$ cat src/rtl/pfd_pkg.sv
package pfd_pkg;

   typedef enum logic [1:0] {
      ACC_NONE  = 2'd0,
      ACC_FETCH = 2'd1,
      ACC_DATA  = 2'd2
   } acc_kind_e;

   // Only a single active strobe forms a valid cycle; anything else selects nothing.
   function automatic acc_kind_e classify(input logic fetch, input logic rd, input logic wr);
      if (fetch && !rd && !wr)       return ACC_FETCH;
      else if (!fetch && (rd ^ wr))  return ACC_DATA;
      else                           return ACC_NONE;
   endfunction

endpackage

$ cat src/rtl/pfd_ctrl_regs.sv
module pfd_ctrl_regs #(
   parameter int ADDR_W        = 16,
   parameter int DATA_W        = 8,
   parameter int PAGE_W        = 2,
   parameter logic [ADDR_W-1:0] PAGE_REG_ADDR = 16'hF800,
   parameter logic [ADDR_W-1:0] BOOT_CLR_ADDR = 16'hF801
) (
   input  logic              clk,
   input  logic              rst_n,
   input  logic              wr_valid,
   input  logic [ADDR_W-1:0] addr,
   input  logic [DATA_W-1:0] wdata,
   output logic [PAGE_W-1:0] page_q,
   output logic              boot_q
);

   if (PAGE_W > DATA_W) begin : g_bad_page_w
      $error("PAGE_W must fit in the write data");
   end

   logic page_we;
   logic boot_clr;

   assign page_we  = wr_valid && (addr == PAGE_REG_ADDR);
   assign boot_clr = wr_valid && (addr == BOOT_CLR_ADDR);

   always_ff @(posedge clk or negedge rst_n) begin
      if (!rst_n) begin
         page_q <= '0;
         boot_q <= 1'b1;
      end else begin
         if (page_we)  page_q <= wdata[PAGE_W-1:0];
         if (boot_clr) boot_q <= 1'b0;
      end
   end

endmodule

$ cat src/rtl/pfd_code_map.sv
module pfd_code_map #(
   parameter int SEG_COUNT = 8,
   parameter int PAGE_W    = 2,
   parameter int NUM_PAGES = 3,
   localparam int SEG_IDX_W = $clog2(SEG_COUNT)
) (
   input  logic                 fetch_valid,
   input  logic                 upper_half,
   input  logic                 pair_bit,
   input  logic [PAGE_W-1:0]    page,
   input  logic                 boot_mode,
   output logic [SEG_COUNT-1:0] seg_cs,
   output logic [SEG_IDX_W-1:0] seg_idx,
   output logic                 boot_cs
);

   if (SEG_COUNT != 2 + 2 * NUM_PAGES) begin : g_bad_seg_count
      $error("SEG_COUNT must equal two common segments plus two per page");
   end
   if (NUM_PAGES > (1 << PAGE_W)) begin : g_bad_pages
      $error("NUM_PAGES does not fit in PAGE_W bits");
   end

   logic                 map_hit;
   logic                 boot_take;
   logic [SEG_IDX_W-1:0] idx_calc;

   always_comb begin
      map_hit  = 1'b0;
      idx_calc = '0;
      if (!upper_half) begin
         map_hit  = 1'b1;
         idx_calc = SEG_IDX_W'(pair_bit);
      end else if (int'(page) < NUM_PAGES) begin
         map_hit  = 1'b1;
         idx_calc = SEG_IDX_W'(2 + 2 * int'(page) + int'(pair_bit));
      end
   end

   assign boot_take = boot_mode && !upper_half;
   assign boot_cs   = fetch_valid && boot_take;
   assign seg_idx   = idx_calc;

   for (genvar g = 0; g < SEG_COUNT; g++) begin : g_seg
      assign seg_cs[g] = fetch_valid && map_hit && !boot_take &&
                         (idx_calc == SEG_IDX_W'(g));
   end

endmodule

$ cat src/rtl/pfd_data_map.sv
module pfd_data_map #(
   parameter int ADDR_W = 16,
   parameter logic [ADDR_W-1:0] SRAM_LAST = 16'h7FFF,
   parameter logic [ADDR_W-1:0] IO_FIRST  = 16'hF000
) (
   input  logic              data_valid,
   input  logic [ADDR_W-1:0] addr,
   output logic              sram_cs,
   output logic              io_cs
);

   if (IO_FIRST <= SRAM_LAST) begin : g_bad_window
      $error("I/O window overlaps the SRAM range");
   end

   assign sram_cs = data_valid && (addr <= SRAM_LAST);
   assign io_cs   = data_valid && (addr >= IO_FIRST);

endmodule

$ cat src/rtl/paged_flash_decoder.sv
module paged_flash_decoder #(
   parameter int ADDR_W     = 16,
   parameter int DATA_W     = 8,
   parameter int SEG_ADDR_W = 14,
   parameter int SEG_COUNT  = 8,
   parameter int NUM_PAGES  = 3,
   parameter int PAGE_W     = 2,
   parameter int DIE_ADDR_W = 19,
   parameter logic [ADDR_W-1:0] PAGE_REG_ADDR = 16'hF800,
   parameter logic [ADDR_W-1:0] BOOT_CLR_ADDR = 16'hF801,
   parameter logic [ADDR_W-1:0] SRAM_LAST     = 16'h7FFF,
   parameter logic [ADDR_W-1:0] IO_FIRST      = 16'hF000,
   localparam int SEG_IDX_W = $clog2(SEG_COUNT),
   localparam int HI_W      = DIE_ADDR_W - SEG_ADDR_W
) (
   input  logic                 clk,
   input  logic                 rst_n,
   input  logic [ADDR_W-1:0]    cpu_addr,
   input  logic                 cpu_fetch,
   input  logic                 cpu_rd,
   input  logic                 cpu_wr,
   input  logic [DATA_W-1:0]    cpu_wdata,
   output logic [SEG_COUNT-1:0] seg_cs,
   output logic [HI_W-1:0]      flash_hi_addr,
   output logic                 boot_cs,
   output logic                 sram_cs,
   output logic                 io_cs
);
   import pfd_pkg::*;

   if (ADDR_W != SEG_ADDR_W + 2) begin : g_bad_addr_w
      $error("Code space must be exactly two halves of two segments");
   end
   if (HI_W < SEG_IDX_W) begin : g_bad_die
      $error("Flash die too small for the segment count");
   end

   acc_kind_e             kind;
   logic                  fetch_valid;
   logic                  data_valid;
   logic [PAGE_W-1:0]     page_q;
   logic                  boot_q;
   logic [SEG_IDX_W-1:0]  seg_idx;

   assign kind        = classify(cpu_fetch, cpu_rd, cpu_wr);
   assign fetch_valid = (kind == ACC_FETCH);
   assign data_valid  = (kind == ACC_DATA);

   pfd_ctrl_regs #(
      .ADDR_W        (ADDR_W),
      .DATA_W        (DATA_W),
      .PAGE_W        (PAGE_W),
      .PAGE_REG_ADDR (PAGE_REG_ADDR),
      .BOOT_CLR_ADDR (BOOT_CLR_ADDR)
   ) u_regs (
      .clk      (clk),
      .rst_n    (rst_n),
      .wr_valid (data_valid && cpu_wr),
      .addr     (cpu_addr),
      .wdata    (cpu_wdata),
      .page_q   (page_q),
      .boot_q   (boot_q)
   );

   pfd_code_map #(
      .SEG_COUNT (SEG_COUNT),
      .PAGE_W    (PAGE_W),
      .NUM_PAGES (NUM_PAGES)
   ) u_code (
      .fetch_valid (fetch_valid),
      .upper_half  (cpu_addr[ADDR_W-1]),
      .pair_bit    (cpu_addr[SEG_ADDR_W]),
      .page        (page_q),
      .boot_mode   (boot_q),
      .seg_cs      (seg_cs),
      .seg_idx     (seg_idx),
      .boot_cs     (boot_cs)
   );

   pfd_data_map #(
      .ADDR_W    (ADDR_W),
      .SRAM_LAST (SRAM_LAST),
      .IO_FIRST  (IO_FIRST)
   ) u_data (
      .data_valid (data_valid),
      .addr       (cpu_addr),
      .sram_cs    (sram_cs),
      .io_cs      (io_cs)
   );

   // Segment number goes on the lowest die lines above the segment offset.
   if (HI_W > SEG_IDX_W) begin : g_die_pad
      assign flash_hi_addr = (|seg_cs) ? {{(HI_W-SEG_IDX_W){1'b0}}, seg_idx} : '0;
   end else begin : g_die_exact
      assign flash_hi_addr = (|seg_cs) ? seg_idx : '0;
   end

endmodule

$ cat config.mk
export PLATFORM = sky130hd
export DESIGN_NAME = paged_flash_decoder
export DESIGN_NICKNAME = d
export VERILOG_FILES = /design/src/rtl/pfd_pkg.sv /design/src/rtl/pfd_ctrl_regs.sv /design/src/rtl/pfd_code_map.sv /design/src/rtl/pfd_data_map.sv /design/src/rtl/paged_flash_decoder.sv
export SDC_FILE = /design/constraint.sdc
export NUM_CORES = 1
export LEC_CHECK = 0
export BUFFER_PORTS_ARGS = -buffer_cell sky130_fd_sc_hd__clkbuf_2
export CAP_MARGIN = 40
export CORE_AREA = 2 2 39 41
export CTS_CLUSTER_DIAMETER = 50
export CTS_CLUSTER_SIZE = 16
export DETAILED_ROUTE_END_ITERATION = 8
export DIE_AREA = 0 0 41 43
export PLACE_DENSITY = 0.71
export SLEW_MARGIN = 15
export SYNTH_ARGS = -nofsm -noshare
export SYNTH_HDL_FRONTEND = slang
export SYNTH_SLANG_ARGS = --single-unit
export TNS_END_PERCENT = 10
$ cat constraint.sdc
create_clock -name clk -period 3.12 [get_ports clk]
set_input_delay 0.312 -clock clk [delete_from_list [all_inputs] [get_ports clk]]
set_output_delay 0.312 -clock clk [all_outputs]
set_load 0.01 [all_outputs]
==> impl_metrics.env, run 1 <==
export IMPL_pre_cts_slack_ns=1.418
export IMPL_min_period_ns=1.920
export IMPL_clkLatencyLatePin_ns=0.23
export IMPL_clockBufferDepth=2
export IMPL_fillerInstances=148
export IMPL_cts_resized=0
export IMPL_synthCells=51
export IMPL_cts_tree="built"
export IMPL_max_stage_delay_ns=0.41
export IMPL_die_h_um=43
export IMPL_ant_nets=0
export IMPL_start_util_pct=27.94
export IMPL_crit_chain="ha_1 -> nand2b_1 -> a211oi_1 -> clkbuf_2"
export IMPL_wirelength_um=1033
export IMPL_grt_setup_unrepaired="false"
export IMPL_cts_root_buf="clkbuf_4"
export IMPL_post_cts_buffers=0
export IMPL_total_leakage_power_nw=0.3395
export IMPL_htreeDepth=1
export IMPL_hold_slack_ns=0.2681
export IMPL_dr_pass1_iters=4
export IMPL_worst_setup_path_end_kind="primary output"
export IMPL_wl_per_cell_um=9.745
export IMPL_syn_area_per_cell_um2=7.581
export IMPL_num_vias=495
export IMPL_place_gp_congestion=0.6653
export IMPL_worst_setup_path_start_kind="register"
export IMPL_overflow=0
export IMPL_grt_pass1_wl_um=1759
export IMPL_viasPerCell=4.670
export IMPL_synthDistinctLibCells=28
export IMPL_nets=121
export IMPL_min_path_type="input pin to register"
export IMPL_synth_seq_cells=3
export IMPL_async_flop_share_pct=100.0
export IMPL_cts_made_buffers=3
export IMPL_die_w_um=41
export IMPL_tns_ns=0
export IMPL_cts_clk_slew_worst_paths_ns=0.04
export IMPL_io_pins=45
export IMPL_fin_worst_skew_ns=0
export IMPL_grt_max_degree=14
export IMPL_max_freq_mhz=520.8
export IMPL_grt_pass1_vias=452
export IMPL_place_port_buffers=36
export IMPL_area_delta_synth_final_pct=57.28
export IMPL_holdBufCountCts=1
export IMPL_finalHoldViolCount=0
export IMPL_crit_arrival_ns=1.61
export IMPL_whs_path_depth=2
export IMPL_p_per_area_nw_per_um2=233.0
export IMPL_synth_ff_type="dfrtp_1"
export IMPL_core_um2=1384
export IMPL_finalSetupViolCount=0
export IMPL_r2r_cells=1
export IMPL_required_ns=2.81
export IMPL_critPathSlowestCell="dfrtp_1"
export IMPL_critPathKind="register to primary output"
export IMPL_n_antenna_cell=0
export IMPL_cp_max_fo=5
export IMPL_multiInputGateArea_um2=284.0
export IMPL_power_mw=0.1417
export IMPL_hpwlAfterDp_um=899.8
export IMPL_placed_area_um2=571.8
export IMPL_yosys_warnings=0
export IMPL_clock_sinks=3
export IMPL_postLayoutCellArea_um2=608.1
export IMPL_grtUsageTotal_pct=13.88
export IMPL_drv_cap=0
export IMPL_first_iter_violations=4
export IMPL_rows=14
export IMPL_drc=0
export IMPL_outcome="finished clean"
export IMPL_synth_enable_flop_cells=0
export IMPL_worst_slack_ns=1.200
export IMPL_ff_latch_area_um2=76.32
export IMPL_vdd_drop_max_mv=0.1468
export IMPL_die_area_um2=1763
export IMPL_fin_crit_sh_pct=61.54
export IMPL_syn_cell_area_um2=386.6
export IMPL_antenna_found_initial=0
export IMPL_synth_seq_area_share_pct=19.74
export IMPL_drive_gt1_share_pct=47.78
export IMPL_drv_slew=0
## power by group
| group | switching (mW) | internal [mW] |
|---|---|---|
| Combinational | 0.0176 | 0.0171 |
| Clock | 0.0199 | 0.0479 |
| Sequential | 0.00000220 | 0.0392 |
## worst max-delay path: cells and delay by family (launching register included)
| family | cells | cell delay [ns] |
|---|---|---|
| AOI/OAI and AO/OA | 1 | 0.25 |
| adders and majority gates | 1 | 0.37 |
| buffers and inverters | 1 | 0.17 |
| DFF | 1 | 0.41 |
| and+or+nand+nor | 1 | 0.18 |
## flip-flops by register name, summed over array words and instances, names as in the netlist
name / cells
u_regs.boot_q: 1
u_regs.page_q: 2
## final timing paths
path                                   from                to  slack, ns
max                        u_regs.page_q[0]         seg_cs[0]       1.20
min                             cpu_addr[0]     u_regs.boot_q       0.27
max reg2reg                u_regs.page_q[0]  u_regs.page_q[0]       2.30
min reg2reg                   u_regs.boot_q     u_regs.boot_q       0.49
max in group asynchronous             rst_n     u_regs.boot_q       2.51
min in group asynchronous             rst_n  u_regs.page_q[1]       0.41
## cells in the final DEF, fill, tap and decap left out
cell type / n
a211oi_1: 1
a21boi_0: 1
a21boi_1: 1
a21o_1: 1
a21oi_1: 2
and3_1: 1
and3b_1: 1
clkbuf_1: 1
clkbuf_2: 36
clkbuf_4: 3
conb_1: 2
dfrtp_1: 2
dfstp_2: 1
dlygate4sd3_1: 1
ha_1: 1
inv_1: 3
mux2_1: 2
nand2_1: 5
nand2b_1: 3
nand3_1: 3
nand4_1: 1
nand4_2: 1
nor2_1: 7
nor3_1: 3
nor3b_1: 1
nor4_1: 2
nor4_4: 1
nor4b_1: 1
nor4b_2: 1
xor2_1: 1
## final cells by class
| cell class | instances | area share [%] |
|---|---|---|
| Timing Repair Buffer | 37 | 31.28 |
| Sequential cell | 3 | 12.55 |
| Tap cell | 16 | 3.292 |
| Inverter | 3 | 1.852 |
| Clock buffer | 4 | 4.321 |
| Multi-Input combinational cell | 43 | 46.71 |
## cell families (layout without fill, tap and decap cells)
family | Yosys count | in the layout | share of synthesized area (%)
buf+inv | 6 | 44 | 7.765
mux | 2 | 2 | 5.825
xor+xnor | 1 | 1 | 2.266
compound gates | 6 | 6 | 10.36
simple gates | 31 | 31 | 49.84
other cells | 1 | 2 | 0.9699
fa+ha+maj | 1 | 1 | 3.236
flops | 3 | 3 | 19.74
## layer usage
layer	track usage, %	part of all wire (%)	vias up
met3	0	4.2	0
li1	-	-	259
met2	23.75	53	15
met5	0	0	-
met4	6.000	0	0
met1	17.15	42	221
## synthesized netlist by cell type (2+ instances only)
cell type / number / share of area (%)
nand3_1: 3 / 3.9
nor4_1: 2 / 3.2
dfrtp_1: 2 / 13
a21oi_1: 2 / 2.6
nor3_1: 3 / 3.9
nand2_1: 5 / 4.9
nand2b_1: 3 / 4.9
mux2_1: 2 / 5.8
nor2_1: 7 / 6.8
buf_4: 2 / 3.9
inv_1: 3 / 2.9
## per-stage QoR
step           util (%)  cells
2_1_floorplan         -     52
3_3_place_gp      41.32    101
3_5_place_dp      41.32    101
4_1_cts           43.94    106
5_1_grt           43.94    106
6_report          43.94    106
Note: power is estimated with default switching activity, not from simulation.
==> run 2, diff against run 1 <==
==> constraint.sdc (replaced) <==
create_clock -name clk -period 1.9 [get_ports clk]
set_input_delay 0.19 -clock clk [delete_from_list [all_inputs] [get_ports clk]]
set_output_delay 0.19 -clock clk [all_outputs]
set_load 0.01 [all_outputs]
==> run 2 against run 1 <==
  * First-iteration DRC count unchanged
  * Via count down 2.4%
  * Largest power group unchanged
  * Critical endpoint is now seg_cs[4]
  * Cell area up 3.7%
  * Critical path type unchanged
  * Worst hold slack worse by 0.12 ns
  * Clock power up 65%
  * Highest routed layer is now met4
  * Sequential share of layout area down 0.45 points
  * Clock skew unchanged
  * Sequential cell count unchanged
==> impl_metrics.env, run 2 (same netlist as run 1, synthesis figures left out) <==
export IMPL_finalSetupViolCount=0
export IMPL_wirelength_um=1059
export IMPL_cts_tree="built"
export IMPL_clockBufferDepth=2
export IMPL_tns_ns=0
export IMPL_switching_power_mw=0.06177
export IMPL_ff_latch_area_um2=76.32
export IMPL_overflow=0
export IMPL_cts_root_buf="clkbuf_4"
export IMPL_place_port_buffers=36
export IMPL_p_per_area_nw_per_um2=370.3
export IMPL_drc=0
export IMPL_fillerInstances=152
export IMPL_io_pins=45
export IMPL_die_w_um=41
export IMPL_crit_arrival_ns=1.58
export IMPL_drv_slew=0
export IMPL_grt_pass1_vias=432
export IMPL_antenna_found_initial=0
export IMPL_die_h_um=43
export IMPL_dpl_cell_count=101
export IMPL_hpwlAfterDp_um=879.5
export IMPL_cts_made_buffers=3
export IMPL_clkLatencyLatePin_ns=0.23
export IMPL_grt_max_degree=14
export IMPL_core_um2=1384
export IMPL_wl_per_cell_um=9.991
export IMPL_fin_worst_skew_ns=0
export IMPL_worst_setup_path_start_kind="register"
export IMPL_rows=14
export IMPL_first_iter_violations=4
export IMPL_final_cells=106
export IMPL_grtUsageTotal_pct=14.60
export IMPL_outcome="finished clean"
export IMPL_postLayoutCellArea_um2=630.6
export IMPL_pwr_share_seq_pct=27.6
export IMPL_grt_setup_unrepaired="false"
export IMPL_grt_pass1_wl_um=1738
export IMPL_min_period_ns=1.772
export IMPL_multiInputGateArea_um2=306.5
export IMPL_placed_area_um2=571.8
export IMPL_ant_nets=0
export IMPL_drive_gt1_share_pct=51.11
export IMPL_crit_buf_inv=1
export IMPL_fin_crit_sh_pct=93.26
export IMPL_num_vias=483
export IMPL_mostFrequentLayoutCells="clkbuf_2, nor2_1, nand2_1"
export IMPL_area_delta_synth_final_pct=63.11
export IMPL_worst_slack_ns=0.1280
export IMPL_power_frac_comb_pct=24.6
export IMPL_pre_cts_slack_ns=0.3411
export IMPL_swShare_pct=26.45
export IMPL_crit_chain="ha_4 -> nand2_1 -> and3_4 -> nand3_1 -> a21oi_1 -> clkbuf_2"
export IMPL_post_cts_buffers=0
export IMPL_clock_sinks=3
export IMPL_critPathSlowestCell="dfrtp_1"
export IMPL_required_ns=1.71
export IMPL_cp_max_fo=5
export IMPL_critPathKind="register to primary output"
export IMPL_final_common_cell="clkbuf_2"
export IMPL_largest_register_ffs=2
export IMPL_nets=121
export IMPL_max_freq_mhz=564.3
export IMPL_dr_pass1_iters=2
export IMPL_htreeDepth=1
export IMPL_place_gp_congestion=0.6749
export IMPL_start_util_pct=27.94
export IMPL_total_leakage_power_nw=0.3364
export IMPL_finalHoldViolCount=0
export IMPL_cp_top_family="simple AND/OR/NAND/NOR gates"
export IMPL_min_path_type="input pin to register"
export IMPL_n_antenna_cell=0
export IMPL_rrSetupSlack_ns=1.04
export IMPL_clkPwrFrac_pct=47.9
export IMPL_worst_setup_path_end_kind="primary output"
export IMPL_largest_register="u_regs.page_q"
export IMPL_vdd_drop_max_mv=0.2241
export IMPL_drv_cap=0
export IMPL_cts_clk_slew_worst_paths_ns=0.04
export IMPL_top_regs="u_regs.page_q (2), u_regs.boot_q (1)"
export IMPL_die_area_um2=1763
export IMPL_internal_power_mw=0.1718
export IMPL_max_stage_delay_ns=0.43
export IMPL_viasPerCell=4.557
[run 2: per-stage QoR]
stage / total power [mW] / util, % / hold slack, ns
global placement: 0.1193 / 41.32 / -0.01349
floorplan: 0.08946 / - / -0.1056
global route: 0.2580 / 45.57 / 0.1525
CTS: 0.2415 / 43.94 / 0.1377
finish: 0.2335 / 45.57 / 0.1449
detailed placement: 0.1202 / 41.32 / -0.01139
[run 2: final cells by class]
type                            count  area share (%)
Multi-Input combinational cell     43           48.61
Sequential cell                     3           12.10
Tap cell                           16           3.175
Clock buffer                        4           4.167
Timing Repair Buffer               37           30.16
Inverter                            3           1.786
[run 2: final timing paths]
path / cells past startpoint / end / from
worst max-delay path: 6 / seg_cs[4] / u_regs.page_q[0]
worst min-delay path: 2 / u_regs.boot_q / cpu_addr[0]
worst max register to register: 1 / u_regs.page_q[0] / u_regs.page_q[0]
worst min register to register: 1 / u_regs.boot_q / u_regs.boot_q
max in group asynchronous: 2 / u_regs.boot_q / rst_n
min in group asynchronous: 2 / u_regs.page_q[1] / rst_n
[run 2: what timing repair did]
item	CTS	global route
hold buffers	1	0
endpoints found under the hold margin	3	0
gates resized for setup	0	3
setup endpoints to repair	0	5
[run 2: power by group through the flow]
stage,Sequential [mW],Clock [mW],Combinational (mW)
final,0.0643,0.112,0.0574
after global routing,0.0642,0.129,0.0643
after CTS,0.0643,0.120,0.0568
after detailed placement,0.0651,0,0.0551
after global placement,0.0651,0,0.0542
after floorplan,0.0651,0,0.0244
[run 2: routing by layer]
metal | GRT usage, % | vias to the layer above | wire length [µm]
li1 | - | 258 | -
met1 | 16.88 | 210 | 436
met2 | 22.50 | 13 | 574
met3 | 3.141 | 2 | 39
met4 | 10.00 | 0 | 9
met5 | 0 | - | 0
==> run 3, diff against run 2 <==
--- a/config.mk
+++ b/config.mk
@@ -7,11 +7,11 @@
 export LEC_CHECK = 0
 export BUFFER_PORTS_ARGS = -buffer_cell sky130_fd_sc_hd__clkbuf_2
 export CAP_MARGIN = 40
-export CORE_AREA = 2 2 39 41
+export CORE_AREA = 3 3 40 42
 export CTS_CLUSTER_DIAMETER = 50
 export CTS_CLUSTER_SIZE = 16
 export DETAILED_ROUTE_END_ITERATION = 8
-export DIE_AREA = 0 0 41 43
+export DIE_AREA = 0 0 43 45
 export PLACE_DENSITY = 0.71
 export SLEW_MARGIN = 15
 export SYNTH_ARGS = -nofsm -noshare
==> run 3 against run 2 <==
  * Register-to-register slack better by 0.05 ns
  * Cell area is 2.4% higher
  * Clock power hardly changed
  * Cell count is 0.94% higher
  * Sequential share of layout area is 0.28 points lower
  * Critical path type unchanged
  * Clock-buffer cell count stayed put
==> impl_metrics.env, run 3 (same netlist as run 1, synthesis figures left out) <==
export IMPL_cts_made_buffers=3
export IMPL_antenna_found_initial=0
export IMPL_crit_end="seg_cs[0]"
export IMPL_clkPwrFrac_pct=47.2
export IMPL_rr_startpoint="u_regs.page_q[0]"
export IMPL_total_leakage_power_nw=0.3535
export IMPL_finalHoldViolCount=0
export IMPL_final_common_cell="clkbuf_2"
export IMPL_p_per_area_nw_per_um2=361.7
export IMPL_required_ns=1.71
export IMPL_clockBufferDepth=2
export IMPL_power_frac_comb_pct=25.3
export IMPL_min_period_ns=1.792
export IMPL_dr_pass1_iters=3
export IMPL_area_delta_synth_final_pct=66.99
export IMPL_hold_slack_ns=0.1465
export IMPL_rrSetupSlack_ns=1.09
export IMPL_worst_slack_ns=0.1083
export IMPL_hpwlAfterDp_um=980.6
export IMPL_grt_pass1_wl_um=1800
export IMPL_max_freq_mhz=558.1
export IMPL_ant_nets=0
export IMPL_dpl_cell_count=100
export IMPL_internal_power_mw=0.1718
export IMPL_cts_tree="built"
export IMPL_cp_max_fo=5
export IMPL_min_path_type="input pin to register"
export IMPL_finalSetupViolCount=0
export IMPL_place_gp_congestion=0.7185
export IMPL_overflow=0
export IMPL_io_pins=45
export IMPL_die_w_um=43
export IMPL_start_util_pct=30.09
export IMPL_outcome="finished clean"
export IMPL_grt_pass1_vias=481
export IMPL_worstReg2RegEnd="u_regs.page_q[0]"
export IMPL_drive_gt1_share_pct=54.35
export IMPL_clkLatencyLatePin_ns=0.23
export IMPL_first_iter_violations=3
export IMPL_core_um2=1285
export IMPL_pwr_share_seq_pct=27.6
export IMPL_largest_register_ffs=2
export IMPL_drv_cap=0
export IMPL_die_area_um2=1935
export IMPL_nets=123
export IMPL_grt_max_degree=14
export IMPL_vdd_drop_max_mv=0.2118
export IMPL_r2r_cells=1
export IMPL_wl_per_cell_um=10.65
export IMPL_cts_root_buf="clkbuf_4"
export IMPL_pre_cts_slack_ns=0.3548
export IMPL_fin_crit_sh_pct=94.30
export IMPL_place_port_buffers=36
export IMPL_tns_ns=0
export IMPL_wirelength_um=1140
export IMPL_crit_arrival_ns=1.60
export IMPL_startpoint="u_regs.page_q[0]"
export IMPL_drc=0
export IMPL_die_h_um=45
export IMPL_critPathKind="register to primary output"
export IMPL_clock_sinks=3
export IMPL_swShare_pct=26.43
export IMPL_fillerInstances=150
export IMPL_fin_worst_skew_ns=0
export IMPL_largest_register="u_regs.page_q"
export IMPL_htreeDepth=1
export IMPL_top_regs="u_regs.page_q (2), u_regs.boot_q (1)"
export IMPL_n_antenna_cell=0
export IMPL_final_cells=107
export IMPL_mostFrequentLayoutCells="clkbuf_2, nor2_1, nand2_1"
export IMPL_crit_chain="ha_1 -> nand2b_1 -> a211oi_1 -> clkbuf_2"
export IMPL_switching_power_mw=0.06173
export IMPL_cts_clk_slew_worst_paths_ns=0.04
export IMPL_critPathSlowestCell="dfrtp_1"
export IMPL_viasPerCell=4.869
export IMPL_drv_slew=0
export IMPL_worst_setup_path_end_kind="primary output"
export IMPL_worst_setup_path_start_kind="register"
export IMPL_num_vias=521
export IMPL_final_util_pct=50.24
export IMPL_grtUsageTotal_pct=11.68
export IMPL_max_stage_delay_ns=0.40
export IMPL_rows=13
[run 3: area by class of cell]
cell class	count	area, µm²	share of cell area (%)
clock buffer	4	26.28	4.070
inverter	3	11.26	1.744
multi-input combinational	43	307.8	47.67
sequential	3	76.32	11.82
tap	15	18.77	2.907
timing repair buffer	39	205.2	31.78
[run 3: through the flow]
stage	instance area, µm²	power [mW]
after floorplan	390.4	0.08946
after global routing	645.6	0.2502
after CTS	606.8	0.2384
final	645.6	0.2335
after detailed placement	570.5	0.1206
after global placement	570.5	0.1195
[run 3: critical path: cells and delay by family, from the launching register on]
kind	cells	cell delay (ns)
DFF	1	0.40
AOI/OAI and AO/OA	1	0.24
and+or+nand+nor	1	0.18
buffers and inverters	1	0.17
adders and majority gates	1	0.38
[run 3: worst min-delay path by stage]
stage                      from               end  slack [ns]  cells past startpoint
detailed placement        rst_n  u_regs.page_q[0]       -0.01                      1
finish              cpu_addr[0]     u_regs.boot_q        0.15                      2
CTS                 cpu_addr[0]     u_regs.boot_q        0.14                      2
floorplan                 rst_n  u_regs.page_q[0]       -0.11                      0
global placement          rst_n  u_regs.page_q[1]       -0.01                      1
global route        cpu_addr[0]     u_regs.boot_q        0.16                      2
[run 3: layer usage]
metal  GRT usage (%)  part of all wire (%)  vias up
met3               0                   3.7        0
met4           5.422                     0        0
li1                -                     -      263
met2           23.05                    60       11
met1           13.08                    36      247
met5               0                     0        -
[run 3: power by group through the flow]
stage / Sequential, mW / Clock (mW) / Combinational [mW]
3_5_place_dp: 0.0651 / 0 / 0.0555
6_report: 0.0644 / 0.110 / 0.0590
5_1_grt: 0.0643 / 0.120 / 0.0662
4_1_cts: 0.0643 / 0.117 / 0.0573
3_3_place_gp: 0.0651 / 0 / 0.0544
2_1_floorplan: 0.0651 / 0 / 0.0244
[run 3: repair_timing]
action,in CTS,in global routing
hold buffers,1,0
endpoints found under the setup margin,0,4
buffers inserted,0,2
hold endpoints to repair,3,0
resized for setup,0,5
